## config.mk

```make
export PLATFORM = sky130hd
export DESIGN_NAME = bt_logic_unit
export DESIGN_NICKNAME = d
export VERILOG_FILES = /design/src/rtl/bt_pkg.sv /design/src/rtl/bt_sanitize.sv /design/src/rtl/bt_digit_ops.sv /design/src/rtl/bt_ripple_add.sv /design/src/rtl/bt_logic_unit.sv
export SDC_FILE = /design/constraint.sdc
export NUM_CORES = 1
export LEC_CHECK = 0
export BUFFER_PORTS_ARGS = -buffer_cell sky130_fd_sc_hd__buf_2
export CAP_MARGIN = 20
export CORE_MARGIN = 5
export CORE_UTILIZATION = 64
export CTS_CLUSTER_SIZE = 20
export DETAILED_ROUTE_END_ITERATION = 10
export PLACE_DENSITY = 0.84
export SYNTH_ARGS = -nofsm -noshare
export SYNTH_HDL_FRONTEND = slang
export SYNTH_SLANG_ARGS = --single-unit
```

## constraint.sdc

```tcl
create_clock -name clk -period 26.2 [get_ports clk]
set_input_delay 3.93 -clock clk [delete_from_list [all_inputs] [get_ports clk]]
set_output_delay 3.93 -clock clk [all_outputs]
set_load 0.01 [all_outputs]
```

## src/rtl/bt_pkg.sv

```systemverilog
package bt_pkg;

    typedef logic [1:0] trit_t;

    localparam trit_t T_ZERO = 2'b00;
    localparam trit_t T_POS  = 2'b01;
    localparam trit_t T_NEG  = 2'b11;
    localparam trit_t T_BAD  = 2'b10;

    typedef enum logic [2:0] {
        OP_NEG = 3'd0,
        OP_MIN = 3'd1,
        OP_MAX = 3'd2,
        OP_MED = 3'd3,
        OP_ADD = 3'd4,
        OP_SUB = 3'd5
    } op_e;

    // signed value of a digit or of a column sum, -3..+3
    typedef logic signed [2:0] tval_t;

    typedef struct packed {
        trit_t digit;
        trit_t carry;
    } fa_out_t;

    function automatic tval_t to_val(trit_t t);
        case (t)
            T_POS:   return 3'sd1;
            T_NEG:   return -3'sd1;
            default: return 3'sd0;
        endcase
    endfunction

    function automatic trit_t from_val(tval_t v);
        if (v > 3'sd0)      return T_POS;
        else if (v < 3'sd0) return T_NEG;
        else                return T_ZERO;
    endfunction

    function automatic trit_t neg_t(trit_t t);
        return from_val(-to_val(t));
    endfunction

    function automatic trit_t min_t(trit_t a, trit_t b);
        return (to_val(a) < to_val(b)) ? a : b;
    endfunction

    function automatic trit_t max_t(trit_t a, trit_t b);
        return (to_val(a) > to_val(b)) ? a : b;
    endfunction

    // middle value: the larger of min(a,b) and min(max(a,b),c)
    function automatic trit_t med_t(trit_t a, trit_t b, trit_t c);
        return max_t(min_t(a, b), min_t(max_t(a, b), c));
    endfunction

    // one balanced column: s = 3*carry + digit
    function automatic fa_out_t full_add(trit_t a, trit_t b, trit_t ci);
        tval_t   s;
        fa_out_t r;
        s = to_val(a) + to_val(b) + to_val(ci);
        if (s > 3'sd1) begin
            r.digit = from_val(s - 3'sd3);
            r.carry = T_POS;
        end else if (s < -3'sd1) begin
            r.digit = from_val(s + 3'sd3);
            r.carry = T_NEG;
        end else begin
            r.digit = from_val(s);
            r.carry = T_ZERO;
        end
        return r;
    endfunction

endpackage

```

## src/rtl/bt_sanitize.sv

```systemverilog
module bt_sanitize
    import bt_pkg::*;
#(
    parameter int N_TRITS = 5
) (
    input  logic [2*N_TRITS-1:0] word_in,
    output logic [2*N_TRITS-1:0] word_out,
    output logic                 any_bad
);

    logic [N_TRITS-1:0] bad_dig;

    for (genvar gi = 0; gi < N_TRITS; gi++) begin : g_dig
        assign bad_dig[gi] = (word_in[2*gi +: 2] == T_BAD);
        assign word_out[2*gi +: 2] = bad_dig[gi] ? T_ZERO : word_in[2*gi +: 2];
    end

    assign any_bad = |bad_dig;

endmodule

```

## src/rtl/bt_digit_ops.sv

```systemverilog
module bt_digit_ops
    import bt_pkg::*;
#(
    parameter int N_TRITS = 5
) (
    input  logic [2*N_TRITS-1:0] a_w,
    input  logic [2*N_TRITS-1:0] b_w,
    input  logic [2*N_TRITS-1:0] c_w,
    output logic [2*N_TRITS-1:0] neg_w,
    output logic [2*N_TRITS-1:0] min_w,
    output logic [2*N_TRITS-1:0] max_w,
    output logic [2*N_TRITS-1:0] med_w
);

    for (genvar gi = 0; gi < N_TRITS; gi++) begin : g_dig
        trit_t da, db, dc;
        assign da = a_w[2*gi +: 2];
        assign db = b_w[2*gi +: 2];
        assign dc = c_w[2*gi +: 2];
        assign neg_w[2*gi +: 2] = neg_t(da);
        assign min_w[2*gi +: 2] = min_t(da, db);
        assign max_w[2*gi +: 2] = max_t(max_t(da, db), dc);
        assign med_w[2*gi +: 2] = med_t(da, db, dc);
    end

endmodule

```

## src/rtl/bt_ripple_add.sv

```systemverilog
module bt_ripple_add
    import bt_pkg::*;
#(
    parameter int N_TRITS = 5
) (
    input  logic [2*N_TRITS-1:0] a_w,
    input  logic [2*N_TRITS-1:0] b_w,
    input  trit_t                cin,
    output logic [2*N_TRITS-1:0] sum_w,
    output trit_t                cout
);

    trit_t chain [N_TRITS+1];

    assign chain[0] = cin;

    for (genvar gi = 0; gi < N_TRITS; gi++) begin : g_col
        fa_out_t fo;
        assign fo = full_add(a_w[2*gi +: 2], b_w[2*gi +: 2], chain[gi]);
        assign sum_w[2*gi +: 2] = fo.digit;
        assign chain[gi+1]      = fo.carry;
    end

    assign cout = chain[N_TRITS];

endmodule

```

## src/rtl/bt_logic_unit.sv

```systemverilog
module bt_logic_unit
    import bt_pkg::*;
#(
    parameter int N_TRITS = 5
) (
    input  logic                 clk,
    input  logic                 rst,
    input  logic                 in_valid,
    input  logic [2:0]           op_sel,
    input  logic [2*N_TRITS-1:0] opnd_a,
    input  logic [2*N_TRITS-1:0] opnd_b,
    input  logic [2*N_TRITS-1:0] opnd_c,
    output logic [2*N_TRITS-1:0] res_word,
    output logic                 res_zero,
    output logic [1:0]           res_carry,
    output logic                 res_err
);

    localparam int W = 2 * N_TRITS;

    logic [W-1:0] a_cl, b_cl, c_cl;
    logic         bad_a, bad_b, bad_c;

    bt_sanitize #(.N_TRITS(N_TRITS)) u_san_a (.word_in(opnd_a), .word_out(a_cl), .any_bad(bad_a));
    bt_sanitize #(.N_TRITS(N_TRITS)) u_san_b (.word_in(opnd_b), .word_out(b_cl), .any_bad(bad_b));
    bt_sanitize #(.N_TRITS(N_TRITS)) u_san_c (.word_in(opnd_c), .word_out(c_cl), .any_bad(bad_c));

    logic [W-1:0] neg_w, min_w, max_w, med_w;

    bt_digit_ops #(.N_TRITS(N_TRITS)) u_ops (
        .a_w   (a_cl),
        .b_w   (b_cl),
        .c_w   (c_cl),
        .neg_w (neg_w),
        .min_w (min_w),
        .max_w (max_w),
        .med_w (med_w)
    );

    // subtraction feeds the adder the digit-wise negation of B
    logic [W-1:0] b_neg, b_eff;
    for (genvar gi = 0; gi < N_TRITS; gi++) begin : g_bneg
        assign b_neg[2*gi +: 2] = neg_t(b_cl[2*gi +: 2]);
    end
    assign b_eff = (op_sel == OP_SUB) ? b_neg : b_cl;

    logic [W-1:0] sum_w;
    trit_t        sum_c;

    bt_ripple_add #(.N_TRITS(N_TRITS)) u_add (
        .a_w   (a_cl),
        .b_w   (b_eff),
        .cin   (T_ZERO),
        .sum_w (sum_w),
        .cout  (sum_c)
    );

    logic [W-1:0] nxt_word;
    trit_t        nxt_carry;
    logic         op_bad;

    always_comb begin
        nxt_word  = '0;
        nxt_carry = T_ZERO;
        op_bad    = 1'b0;
        case (op_sel)
            OP_NEG:  nxt_word = neg_w;
            OP_MIN:  nxt_word = min_w;
            OP_MAX:  nxt_word = max_w;
            OP_MED:  nxt_word = med_w;
            OP_ADD, OP_SUB: begin
                nxt_word  = sum_w;
                nxt_carry = sum_c;
            end
            default: op_bad = 1'b1;
        endcase
    end

    always_ff @(posedge clk) begin
        if (rst) begin
            res_word  <= '0;
            res_zero  <= 1'b0;
            res_carry <= T_ZERO;
            res_err   <= 1'b0;
        end else if (in_valid) begin
            res_word  <= nxt_word;
            res_zero  <= (nxt_word == '0);
            res_carry <= nxt_carry;
            res_err   <= bad_a | bad_b | bad_c | op_bad;
        end
    end

    // output digits are never the illegal code
    logic out_has_bad;
    always_comb begin
        out_has_bad = 1'b0;
        for (int k = 0; k < N_TRITS; k++) begin
            if (res_word[2*k +: 2] == T_BAD) out_has_bad = 1'b1;
        end
    end

    a_r1_legal_out: assert property (@(posedge clk) disable iff (rst)
        !out_has_bad && res_carry != T_BAD);

    a_r9_bad_op: assert property (@(posedge clk) disable iff (rst)
        in_valid && op_sel > 3'd5 |=> res_err && res_word == '0 && res_carry == T_ZERO);

    a_r10_hold: assert property (@(posedge clk) disable iff (rst)
        !in_valid |=> $stable(res_word) && $stable(res_zero)
                      && $stable(res_carry) && $stable(res_err));

    a_r6_add_zero_identity: assert property (@(posedge clk) disable iff (rst)
        in_valid && op_sel == OP_ADD && opnd_b == '0 && !bad_a
        |=> res_word == $past(opnd_a) && res_carry == T_ZERO);

    a_r2_neg_of_zero: assert property (@(posedge clk) disable iff (rst)
        in_valid && op_sel == OP_NEG && opnd_a == '0 |=> res_zero && !res_err);

endmodule

```

# Word-level counts from Yosys, hierarchy flattened
# Index checks and enable logic that the tools add are counted.
dict set report word_totals {
  input_bits 36
  reg_bits 14
  output_inout_bits 14
  elab_cells 369
}
dict set report op_classes {
  bitwise_logic 3
  order_cmp 85
  reduce_logical 7
  n_mux 143
  addsub 29
  eq_ne 98
}
# op n
set op_table {}
lappend op_table {{$pmux W3 S2} 39}
lappend op_table {{$mux W2} 91}
lappend op_table {{$eq A2 B2 Y1 const B} 54}
lappend op_table {{$lt A3 B1 Y1 const B} 30}
lappend op_table {{$eq A2 B1 Y1 const B} 39}
lappend op_table {{$gt A3 B1 Y1 const B} 25}
lappend op_table {{$pmux W10 S5} 1}
lappend op_table {{$gt A3 B3 Y1} 15}
lappend op_table {{$mux W4} 10}
lappend op_table {{$lt A3 B3 Y1} 10}
lappend op_table {{$neg A3 Y3} 10}
lappend op_table {{$add A3 B3 Y3} 9}
lappend op_table {{$add A3 B3 Y3 const B} 5}
lappend op_table {{$gt A3 B2 Y1 const B} 5}
lappend op_table {{$reduce_or A5 Y1} 3}
lappend op_table {{$sub A3 B3 Y3 const B} 5}
lappend op_table {{$logic_not A10 Y1} 1}
lappend op_table {{$mux W10} 1}
lappend op_table {{$eq A3 B2 Y1 const B} 2}
lappend op_table {{$eq A3 B3 Y1 const B} 2}
lappend op_table {{$reduce_or A6 Y1} 1}
lappend op_table {{$eq A3 B1 Y1 const B} 1}
lappend op_table {{$logic_not A3 Y1} 1}
lappend op_table {{$or A1 B1 Y1} 3}
lappend op_table {{other kinds (2)} 2}

# Logic depth before layout (Yosys ltp)
# Gate-level depths: netlist of run 1.
dict set report logic_depth {
  depth_word 56
  mapped_depth 41
  ltp_nobuf 39
}

# Modules after synthesis
# A second synthesis of run 1 with hierarchy kept.
dict set report unflattened {
  cells_unflattened 624
  area_unflattened_um2 4431.8
}
# module instances area_per_inst_um2 seq_area_each_um2 cells_per_inst
set modules_own_cells {}
lappend modules_own_cells {bt_digit_ops 1 1998.2 0.0 302}
lappend modules_own_cells {bt_logic_unit 1 1183.6 280.3 154}
lappend modules_own_cells {bt_ripple_add 1 983.4 0.0 117}
lappend modules_own_cells {bt_sanitize 3 88.8 0.0 17}

# Least setup slack after synthesis of run 1
# Ideal clock, no wire load.
dict set report synth_path {
  kind {input -> register}
  from {input op_sel[2]}
  to {register res_zero}
  path_buffers 2
  required_ns 26.112
  setup_time_ns 0.088
  t_arrival_ns 12.459
  stages 35
  slack_ns 13.653
  path_cell_list {buf_2 > nor2b_1 > clkbuf_1 > nand2_1 > xor2_1 > nor2_1 > fa_1 > nor2b_1 > nor2_1 > fa_1 > ha_1 > xnor3_1 > nor2_1 > fa_1 > ha_1 > xnor3_1 > ha_1 > a21oi_1 > fa_1 > ha_1 > xnor3_2 > nor2_1 > fa_1 > ha_1 > xnor2_1 > xnor2_2 > inv_2 > ha_1 > o41ai_1 > a211oi_1 > a211oi_1 > nand2_1 > nor4_1 > nand4_1 > o32ai_2}
}
dict set report synth_between {
  elab_chain_cells 37
  word_cells_on_any_way 136
  cone_classes {19 x add/sub; 40 x order compare; 23 x eq/ne; 51 x mux; 3 x reduce/logical}
}
# element line_no
set synth_rtl {}
lappend synth_rtl {{start: declaration} bt_logic_unit.sv:9} ;# input logic [2:0] op_sel,
lappend synth_rtl {{$eq A3 B3 Y1} {bt_logic_unit.sv:45, bt_logic_unit.sv:66}}
lappend synth_rtl {{$mux W10} bt_logic_unit.sv:45} ;# assign b_eff = (op_sel == OP_SUB) ? b_neg : b_cl;
lappend synth_rtl {{$eq A2 B2 Y1 or $eq A2 B1 Y1 (tied branches)} bt_pkg.sv:28} ;# case (t)
lappend synth_rtl {{$pmux W3 S2} bt_pkg.sv:28}
lappend synth_rtl {{$add A3 B3 Y3} bt_pkg.sv:62} ;# s = to_val(a) + to_val(b) + to_val(ci);
lappend synth_rtl {{$lt A3 B1 Y1} bt_pkg.sv:66} ;# end else if (s < -3'sd1) begin
lappend synth_rtl {{$mux W4} bt_pkg.sv:66}
lappend synth_rtl {{$mux W4} bt_pkg.sv:63} ;# if (s > 3'sd1) begin
lappend synth_rtl {{(+21 left out)} -}
lappend synth_rtl {{$add A3 B3 Y3} bt_pkg.sv:67} ;# r.digit = from_val(s + 3'sd3);
lappend synth_rtl {{$lt A3 B1 Y1} bt_pkg.sv:37} ;# else if (v < 3'sd0) return T_NEG;
lappend synth_rtl {{$mux W2} bt_pkg.sv:37}
lappend synth_rtl {{$mux W2} bt_pkg.sv:36} ;# if (v > 3'sd0) return T_POS;
lappend synth_rtl {{$mux W4} bt_pkg.sv:66}
lappend synth_rtl {{$mux W4} bt_pkg.sv:63}
lappend synth_rtl {{$pmux W10 S5 (*)} bt_logic_unit.sv:66} ;# case (op_sel)
lappend synth_rtl {{$logic_not A10 Y1 (*)} bt_logic_unit.sv:87} ;# res_zero <= (nxt_word == '0);
lappend synth_rtl {{end signal: assignment} bt_logic_unit.sv:87}
lappend synth_rtl {{end: declaration} bt_logic_unit.sv:14} ;# output logic res_zero,
# Every way passes the cells marked *; elsewhere a longest branch is shown, timed or not.
# A chain may end at the register's enable or synchronous reset.

# Worst setup path after layout of run 1
# Ends and elaborated chain as after synthesis.

==> impl_summary.log, run 1 <==
INFO  metric tns = 0 ns
INFO  metric cts_inserted_buffers = 3
INFO  metric finalSetupViolations = 0
INFO  metric die_x = 84.0 um
INFO  metric cp_top_family = adder cells
INFO  metric post_synth.cell_area_avg = 7.16 um^2
INFO  metric measured_slew_at_the_worst_slew_check_pin = ~1.2 ns
INFO  metric floorplan.core_area = approximately 5400 um^2
INFO  metric timing.critical_path.from_type = input pin
INFO  metric path_class = input pin to register
INFO  metric synth_flop_cell = dfxtp_1
INFO  metric crit_required = 26.37 ns
INFO  metric hold_violations = 0
INFO  metric critPathArrivalTime = 13.67 ns
INFO  metric synthesis.area = 3500 um^2
INFO  metric first_global_vias = 3687
INFO  metric fmaxAchievable = 74.1 MHz
INFO  metric outcome = completed
INFO  metric hpwl = slightly above 8000 um
INFO  metric ctsHoldBuffers = 0
INFO  metric remaining_drc_errors = 0
INFO  metric worst_path_largest_cell_delay = approximately 0.60 ns
INFO  metric mapped_nets = between 500 and 600
INFO  metric area_delta_synth_final = 9.04%
INFO  metric gp_routability_congestion = 1.01
INFO  metric clkSlewWorstSetupHoldPaths = 0.06 ns
INFO  metric number_of_standard_cell_rows_in_the_floorplan = 27
INFO  metric antenna_found_initial = 0
INFO  metric wl = approximately 10000 um
INFO  metric endpoint_kind = register
INFO  metric routed-via-count = roughly 3800
INFO  metric asyncSetResetFlopFracSynth = 0%
INFO  metric period_share = between 50% and 60%
INFO  metric cts.sink_count = 14
INFO  metric place.port_buffers = 49
INFO  metric detail_route.iter0.violations = around 250
INFO  metric syn_inst = around 500
INFO  metric die_h = approximately 84 um
INFO  metric path_max_fanout = 11
INFO  metric fin_skew = 0 ns
INFO  metric fin_nets = 612
INFO  metric clock_tree.htree_level_count = 1
INFO  metric grt_setup_unrepaired = false
INFO  metric synth_sequential_area_ratio = under 10%
INFO  metric path_buf_inv = 3
INFO  metric ant_nets = 0
INFO  metric drive_gt1_share = approximately 14%
INFO  metric first_pass_grt_wire_length = around 17000 um
INFO  metric ios = 50
INFO  metric final_max_slew_viol_count = 0
INFO  metric cts_setup_buffers = 0
INFO  metric cts_tree = built
INFO  metric ctsRootBufferMaster = clkbuf_8
INFO  metric overall_die_area = 7050 um^2
INFO  metric worst_path_most_repeated_cell = ha_1
INFO  metric number_of_enable_type_register_cells_in_the_synthesized_netlist = 0
INFO  metric grt_remaining_overflow = 0
INFO  metric route.detailed.wl_per_inst = approximately 17 um
INFO  metric clock_insertion_delay_worst_skew = 0.25 ns
INFO  metric vias_per_cell = 6.42
INFO  metric ys_ff_latch = 14
INFO  metric antenna-diode-count = 0
INFO  metric pin_count_of_the_biggest_net_entering_global_routing = 17
INFO  metric synthDistinctLibCells = 70
INFO  metric ys_warn_count = 0
INFO  metric slew_headroom = 20.9%
INFO  metric grt_usage = around 28%
INFO  metric postCtsResizedCells = 0
INFO  metric timing.critical_path.slowest_stage_cell = fa_1
INFO  metric cap_viol_max_count = 0
INFO  metric fin_crit = about 13 ns
INFO  metric worst_hold_path_type = register to register
INFO  metric maximum_buffer_depth_of_the_clock_tree = 2
INFO  metric initial_utilization = 64.8%
INFO  metric dr.pass1.iters = 5
[through the flow]
step	setup slack, ns	utilization [%]	std cells	hold WS, ns	area (um^2)
finish	12.70	70.6	595	0.487	3820
global placement	13.10	69.6	591	0.459	3760
global route	12.13	70.6	595	0.504	3820
detailed placement	12.55	69.6	591	0.481	3760
floorplan	13.65	-	489	0.502	3500
CTS	12.78	70.6	595	0.488	3820
[cells in the mapped netlist, types with 3 or more instances]
library cell | n | area, um^2
or3_1 | 3 | 18.8
nand3b_1 | 4 | 30.0
clkbuf_1 | 17 | 63.8
a22oi_1 | 3 | 22.5
nor4_1 | 8 | 50.1
or2_2 | 6 | 37.5
a311oi_1 | 4 | 35.0
o21ai_0 | 24 | 120
nor2b_1 | 20 | 125
o211ai_1 | 4 | 30.0
a22o_1 | 3 | 26.3
and2_1 | 6 | 37.5
xor2_1 | 5 | 43.8
dfxtp_1 | 14 | 280
o221ai_1 | 4 | 35.0
ha_1 | 43 | 538
fa_1 | 9 | 180
a21oi_1 | 40 | 200
inv_1 | 42 | 158
mux2i_1 | 18 | 180
and3b_1 | 3 | 26.3
nor3_1 | 14 | 70.1
a31oi_1 | 9 | 56.3
nor2_1 | 49 | 184
nand2_1 | 39 | 146
o22ai_1 | 4 | 25.0
a211oi_1 | 11 | 82.6
nand3_1 | 12 | 60.1
nand2b_1 | 12 | 75.1
o31ai_1 | 3 | 22.5
o211a_1 | 4 | 40.0
mux2_2 | 3 | 33.8
[kinds of logic after synthesis]
logic type	after synthesis	share of synthesized area (%)
compound gates	140	26.8
flops	14	8.00
mux	22	6.50
xor+xnor	11	4.18
simple gates	187	27.2
buf+inv	63	6.82
fa+ha+maj	52	20.5
[layer usage]
layer / up-vias / share of wire [%] / global-route usage (%)
met5: - / 0 / 0
met4: 0 / 3.9 / 12.0
met3: 47 / 9.2 / 6.61
met2: 193 / 48 / 48.3
met1: 1716 / 39 / 34.2
li1: 1865 / - / -
[registers in the layout, indices dropped and copies added, names as in the netlist]
register,cells
res_err,1
res_word,10
res_zero,1
res_carry,2
[cell usage in the layout (no fill, tap or decap), types with 3 or more instances in the layout]
cell type,n
a21oi_1,40
nor2b_1,20
nor2_1,49
fa_1,9
mux2_2,3
o211ai_1,4
nand2_1,39
mux2i_1,18
nor3_1,14
dfxtp_1,14
nor4_1,8
o21ai_0,24
and3b_1,3
or3_1,3
o221ai_1,4
nand3b_1,4
a22o_1,3
a211oi_1,11
a311oi_1,4
o22ai_1,4
nand2b_1,12
clkbuf_8,4
and2_1,6
a22oi_1,3
or2_2,6
buf_2,49
ha_1,43
a31oi_1,9
o211a_1,4
inv_1,42
xor2_1,5
nand3_1,12
o31ai_1,3
[final cells by class]
type,count,area [um^2]
Sequential cell,14,280
Tap cell,72,90.1
Fill cell,446,1590
Inverter,44,165
Timing Repair Buffer,49,245
Clock buffer,4,55.1
Multi-Input combinational cell,412,2980
[path summary, 6_finish.rpt]
check        cells after the start          end  slack, ns   startpoint
max                             36     res_zero      12.70    op_sel[2]
min reg2reg                      2  res_word[9]       0.49  res_word[9]
max reg2reg                      2  res_word[0]      25.37  res_word[0]
min                              2  res_word[9]       0.49  res_word[9]
[worst min-delay path, stage by stage (launching register included)]
cell and delay [ns]:
dfxtp_1 0.30, nor2_1 0.08, a211oi_1 0.05
Power of run 1 is left out: the tool's default activity adds up to more than one toggle a clock period on the data nets, which glitch-free logic cannot reach.
==> run 2, diff against run 1 <==
--- a/config.mk
+++ b/config.mk
@@ -8,10 +8,10 @@
 export BUFFER_PORTS_ARGS = -buffer_cell sky130_fd_sc_hd__buf_2
 export CAP_MARGIN = 20
 export CORE_MARGIN = 5
-export CORE_UTILIZATION = 64
+export CORE_UTILIZATION = 54
 export CTS_CLUSTER_SIZE = 20
 export DETAILED_ROUTE_END_ITERATION = 10
-export PLACE_DENSITY = 0.84
+export PLACE_DENSITY = 0.75
 export SYNTH_ARGS = -nofsm -noshare
 export SYNTH_HDL_FRONTEND = slang
 export SYNTH_SLANG_ARGS = --single-unit
==> constraint.sdc (replaced) <==
create_clock -name clk -period 11.6 [get_ports clk]
set_input_delay 1.74 -clock clk [delete_from_list [all_inputs] [get_ports clk]]
set_output_delay 1.74 -clock clk [all_outputs]
set_load 0.01 [all_outputs]
==> impl_summary.log, run 2 (same netlist as run 1, synthesis figures left out) <==
INFO  metric outcome = completed (unchanged)
INFO  metric endpoint_of_the_worst_hold_path = res_word[5] (was res_word[9])
INFO  metric ant_nets = 0 (unchanged)
INFO  metric worst_path_most_repeated_cell = ha_1 (unchanged)
INFO  metric number_of_instances_in_the_placed_design = 596 (was 591)
INFO  metric final_max_slew_viol_count = 0 (unchanged)
INFO  metric area_delta_synth_final = 8.90% (was 9.04%)
INFO  metric period_share = between 90% and 100%
INFO  metric grt_remaining_overflow = 0 (unchanged)
INFO  metric largestRegisters = res_word: 10 flops, res_carry: 2 flops (unchanged)
INFO  metric critPathArrivalTime = 11.06 ns (was 13.67 ns)
INFO  metric endpoint_kind = register (unchanged)
INFO  metric fin_crit = ~11 ns
INFO  metric fin_skew = 0 ns (unchanged)
INFO  metric fmaxAchievable = a little over 90 MHz
INFO  metric maximum_buffer_depth_of_the_clock_tree = 2 (unchanged)
INFO  metric timing.rr.end = res_word[2] (was res_word[0])
INFO  metric floorplan.core_area = 6310 um^2 (was 5410 um^2)
INFO  metric number_of_standard_cell_rows_in_the_floorplan = 29 (was 27)
INFO  metric fin_nets = 612 (unchanged)
INFO  metric remaining_drc_errors = 0 (unchanged)
INFO  metric detail_route.iter0.violations = 217 (was 253)
INFO  metric cts.sink_count = 14 (unchanged)
INFO  metric r2r_start = res_word[2] (was res_word[0])
INFO  metric overall_die_area = 8200 um^2 (was 7050 um^2)
INFO  metric path_max_fanout = 11 (unchanged)
INFO  metric die_h = 90.5 um (was 84.0 um)
INFO  metric reg2reg_setup_slack = 10.78 ns (was 25.37 ns)
INFO  metric path_class = input pin to register (unchanged)
INFO  metric ios = 50 (unchanged)
INFO  metric antenna_found_initial = 0 (unchanged)
INFO  metric route.detailed.wl_per_inst = 16.0 um (was 16.8 um)
INFO  metric hpwl = 8010 um (was 8280 um)
INFO  metric largest_register_ffs = 10 (unchanged)
INFO  metric final.fill_count = 600 (was 446)
INFO  metric holdCritStartpoint = res_word[5] (was res_word[9])
INFO  metric tns = 0 ns (unchanged)
INFO  metric slew_headroom = 28.2% (was 20.9%)
INFO  metric ctsHoldBuffers = 0 (unchanged)
INFO  metric ff2ff_path_depth = 2 (unchanged)
INFO  metric worst_hold_path.num_cells = 2 (unchanged)
INFO  metric grt_usage = 22.4% (was 28.5%)
INFO  metric measured_slew_at_the_worst_slew_check_pin = 1.07 ns (was 1.18 ns)
INFO  metric wl = 9570 um (was 9990 um)
INFO  metric cts_inserted_buffers = 3 (unchanged)
INFO  metric utilization = 60.4% (was 70.6%)
INFO  metric path_buf_inv = 2 (was 3)
INFO  metric clock_insertion_delay_worst_skew = 0.25 ns (about the same)
INFO  metric initial_utilization = 55.5% (was 64.8%)
INFO  metric cp_top_family = adder cells (unchanged)
INFO  metric ctsRootBufferMaster = clkbuf_8 (unchanged)
INFO  metric most_used_cells_in_the_layout_excluding_fill_and_tap_cells = 49 x nor2_1, 49 x buf_2, 43 x ha_1 (unchanged)
INFO  metric first_global_vias = 3416 (was 3687)
INFO  metric gp_routability_congestion = 0.904 (was 1.01)
INFO  metric fin_worst_hold_slack = 0.480 ns (was 0.487 ns)
INFO  metric place.port_buffers = 49 (unchanged)
INFO  metric cap_viol_max_count = 0 (unchanged)
INFO  metric crit_required = 11.76 ns (was 26.37 ns)
INFO  metric timing.critical_path.from_type = input pin (unchanged)
INFO  metric worst_hold_path_type = register to register (unchanged)
INFO  metric drive_gt1_share = 14.4% (was 14.3%)
INFO  metric worst_path_largest_cell_delay = 0.59 ns (was 0.60 ns)
INFO  metric finalSetupViolations = 0 (unchanged)
INFO  metric grt_setup_unrepaired = false (unchanged)
INFO  metric routed-via-count = 3677 (was 3821)
INFO  metric antenna-diode-count = 0 (unchanged)
INFO  metric first_pass_grt_wire_length = 15700 um (was 16800 um)
INFO  metric registers.top_by_ff_count = res_word (unchanged)
INFO  metric dr.pass1.iters = 5 (unchanged)
INFO  metric clock_tree.htree_level_count = 1 (unchanged)
INFO  metric clkSlewWorstSetupHoldPaths = 0.06 ns (about the same)
INFO  metric hold_violations = 0 (unchanged)
INFO  metric vias_per_cell = 6.14 (was 6.42)
INFO  metric pin_count_of_the_biggest_net_entering_global_routing = 17 (unchanged)
INFO  metric timing.critical_path.slowest_stage_cell = fa_1 (unchanged)
INFO  metric die_x = 90.5 um (was 84.0 um)
INFO  metric finalNonFillerCells = 599 (was 595)
INFO  metric cts_tree = built (unchanged)
run 2: cell count changes in the layout (fill, tap and decap cells not counted), sizes merged:
cell    previous run  this run
clkbuf             4         3
run 2: how the worst max path moves through the flow:
stage,startpoint,end,slack [ns],cells past startpoint
floorplan,op_sel[2],res_zero,1.24,35
global placement,op_sel[2],res_zero,0.65,34
detailed placement,op_sel[2],res_zero,0.28,36
CTS,op_sel[2],res_zero,0.55,36
global route,op_sel[2],res_zero,0.13,36
finish,op_sel[2],res_zero,0.70,34
run 2: per-stage QoR:
stage / setup slack [ns] / area, um^2
after detailed placement: 0.284 / 3770
final: 0.699 / 3810
after floorplan: 1.24 / 3500
after global placement: 0.647 / 3770
after CTS: 0.545 / 3810
after global routing: 0.125 / 3810
run 2: routing by layer:
metal,track usage (%),wire (um),share of wire [%]
met1,29.5,4200,44
met2,39.2,4610,48
met3,2.58,676,7.1
met4,4.22,80,0.84
met5,0,0,0
run 2: tightest hold or removal path: stages, from the launching register on:
cell     delay, ns
dfxtp_1       0.30
nor2_1        0.08
nor3_1        0.05
run 2: area by class of cell:
class / count / area [um^2] / share of cell area, %
Multi-Input combinational cell: 412 / 2990 / 78.3
Timing Repair Buffer: 49 / 245 / 6.43
Clock buffer: 3 / 41.3 / 1.08
Inverter: 44 / 165 / 4.33
Sequential cell: 14 / 280 / 7.35
Tap cell: 77 / 96.3 / 2.53
run 2: repair_timing:
| action | 4_1_cts | 5_1_grt |
|---|---|---|
| endpoints found under the hold margin | 0 | 0 |
| setup endpoints to repair | 0 | 1 |
| setup buffers | 0 | 0 |
| gates resized for setup | 0 | 1 |
Power of run 2 is left out for the same reason.
==> run 3, diff against run 2 <==
--- a/config.mk
+++ b/config.mk
@@ -7,6 +7,7 @@
 export LEC_CHECK = 0
 export BUFFER_PORTS_ARGS = -buffer_cell sky130_fd_sc_hd__buf_2
 export CAP_MARGIN = 20
+export CORE_ASPECT_RATIO = 0.6
 export CORE_MARGIN = 5
 export CORE_UTILIZATION = 54
 export CTS_CLUSTER_SIZE = 20
==> impl_summary.log, run 3 (same netlist as run 1, synthesis figures left out) <==
INFO  metric outcome = completed (unchanged)
INFO  metric clock_tree.htree_level_count = 1 (unchanged)
INFO  metric floorplan.core_area = 6190 um^2 (was 6310 um^2)
INFO  metric most_used_cells_in_the_layout_excluding_fill_and_tap_cells = 49 x buf_2, 48 x nor2_1, 43 x ha_1 (was 49 x nor2_1, 49 x buf_2, 43 x ha_1)
INFO  metric worst_hold_path_type = register to register (unchanged)
INFO  metric worst_path_largest_cell_delay = 0.53 ns (was 0.59 ns)
INFO  metric cp_top_family = adder cells (unchanged)
INFO  metric path_class = input pin to register (unchanged)
INFO  metric mostFrequentLayoutCell = buf_2
INFO  metric measured_slew_at_the_worst_slew_check_pin = 1.05 ns (was 1.07 ns)
INFO  metric crit_required = 11.77 ns (was 11.76 ns)
INFO  metric finalSetupViolations = 0 (unchanged)
INFO  metric grt_usage = 25.0% (was 22.4%)
INFO  metric wl = 10600 um (was 9570 um)
INFO  metric fin_skew = 0 ns (unchanged)
INFO  metric maximum_buffer_depth_of_the_clock_tree = 2 (unchanged)
INFO  metric multi_input_area = 2990 um^2 (about the same)
INFO  metric routed-via-count = 3852 (was 3677)
INFO  metric largestRegisters = res_word: 10 flops, res_carry: 2 flops (unchanged)
INFO  metric vias_per_cell = 6.36 (was 6.14)
INFO  metric overall_die_area = 8250 um^2 (was 8200 um^2)
INFO  metric critPathArrivalTime = 11.07 ns (was 11.06 ns)
INFO  metric final.fill_count = 564 (was 600)
INFO  metric first_pass_grt_wire_length = 17000 um (was 15700 um)
INFO  metric hold_violations = 0 (unchanged)
INFO  metric drive_gt1_share = 14.6% (was 14.4%)
INFO  metric initial_utilization = 56.5% (was 55.5%)
INFO  metric grt_remaining_overflow = 0 (unchanged)
INFO  metric antenna_found_initial = 0 (unchanged)
INFO  metric tns = 0 ns (unchanged)
INFO  metric slew_headroom = 29.2% (was 28.2%)
INFO  metric place.port_buffers = 49 (unchanged)
INFO  metric endpoint_kind = register (unchanged)
INFO  metric hpwl = 8680 um (was 8010 um)
INFO  metric ios = 50 (unchanged)
INFO  metric cap_viol_max_count = 0 (unchanged)
INFO  metric detail_route.iter0.violations = 433 (was 217)
INFO  metric final_max_slew_viol_count = 0 (unchanged)
INFO  metric fin_crit = 10.90 ns (about the same)
INFO  metric worst_path_most_repeated_cell = ha_1 (unchanged)
INFO  metric timing.critical_path.from_type = input pin (unchanged)
INFO  metric registers.top_by_ff_count = res_word (unchanged)
INFO  metric fmaxAchievable = 91.7 MHz (about the same)
INFO  metric antenna-diode-count = 0 (unchanged)
INFO  metric cts_inserted_buffers = 3 (unchanged)
INFO  metric clock_insertion_delay_worst_skew = 0.24 ns (was 0.25 ns)
INFO  metric die_x = 114 um (was 90.5 um)
INFO  metric seq_area = 280 um^2 (unchanged)
INFO  metric gp_routability_congestion = 0.902 (was 0.904)
INFO  metric reg2reg_setup_slack = 10.78 ns (about the same)
INFO  metric largest_register_ffs = 10 (unchanged)
INFO  metric clkSlewWorstSetupHoldPaths = 0.06 ns (about the same)
INFO  metric cts_setup_buffers = 0 (unchanged)
INFO  metric period_share = 94.0% (about the same)
INFO  metric cts_tree = built (unchanged)
INFO  metric dr.pass1.iters = 6 (was 5)
INFO  metric path_max_fanout = 11 (unchanged)
INFO  metric remaining_drc_errors = 0 (unchanged)
INFO  metric pin_count_of_the_biggest_net_entering_global_routing = 17 (unchanged)
INFO  metric ctsRootBufferMaster = clkbuf_8 (unchanged)
INFO  metric ant_nets = 0 (unchanged)
INFO  metric timing.critical_path.slowest_stage_cell = fa_1 (unchanged)
INFO  metric cts.sink_count = 14 (unchanged)
INFO  metric first_global_vias = 3464 (was 3416)
INFO  metric die_h = 72.4 um (was 90.5 um)
INFO  metric route.detailed.wl_per_inst = 17.5 um (was 16.0 um)
INFO  metric path_buf_inv = 2 (unchanged)
INFO  metric area_delta_synth_final = 9.36% (was 8.90%)
INFO  metric number_of_standard_cell_rows_in_the_floorplan = 22 (was 29)
INFO  metric grt_setup_unrepaired = false (unchanged)
INFO  metric fin_nets = 612 (unchanged)
-- run 3: cell counts in the layout (fill, tap and decap cells not counted) --
No cell type changed its count.
-- run 3: stage by stage --
step           instance area, um^2  std cells  setup slack (ns)  hold WS [ns]  utilization [%]
3_5_place_dp                  3780        603             0.208         0.468             61.0
2_1_floorplan                 3500        489              1.24         0.502                -
6_report                      3830        606             0.696         0.484             61.8
5_1_grt                       3830        606            0.0744         0.492             61.8
3_3_place_gp                  3780        603             0.693         0.456             61.0
4_1_cts                       3820        606             0.476         0.485             61.7
-- run 3: final cells by class --
type,count,area share (%)
Inverter,44,4.31
Tap cell,84,2.74
Sequential cell,14,7.32
Timing Repair Buffer,49,6.40
Clock buffer,3,1.08
Multi-Input combinational cell,412,78.1
-- run 3: worst paths after layout --
kind / end / cells after the start / start
worst max-delay path: res_zero / 34 / op_sel[2]
worst min-delay path: res_word[3] / 1 / res_word[3]
worst max register to register: res_word[1] / 2 / res_word[1]
worst min register to register: res_word[3] / 1 / res_word[3]
-- run 3: per-layer routing --
metal	global-route usage (%)	vias to the layer above	part of all wire, %
met1	36.3	1802	45
met4	4.35	0	1.2
met2	38.6	183	43
met3	5.33	12	11
li1	-	1855	-
met5	0	-	0
-- run 3: timing repair --
item,in CTS,in global routing
endpoints found under the setup margin,0,1
hold buffers,0,0
resized for setup,0,3
Power of run 3 is left out for the same reason.
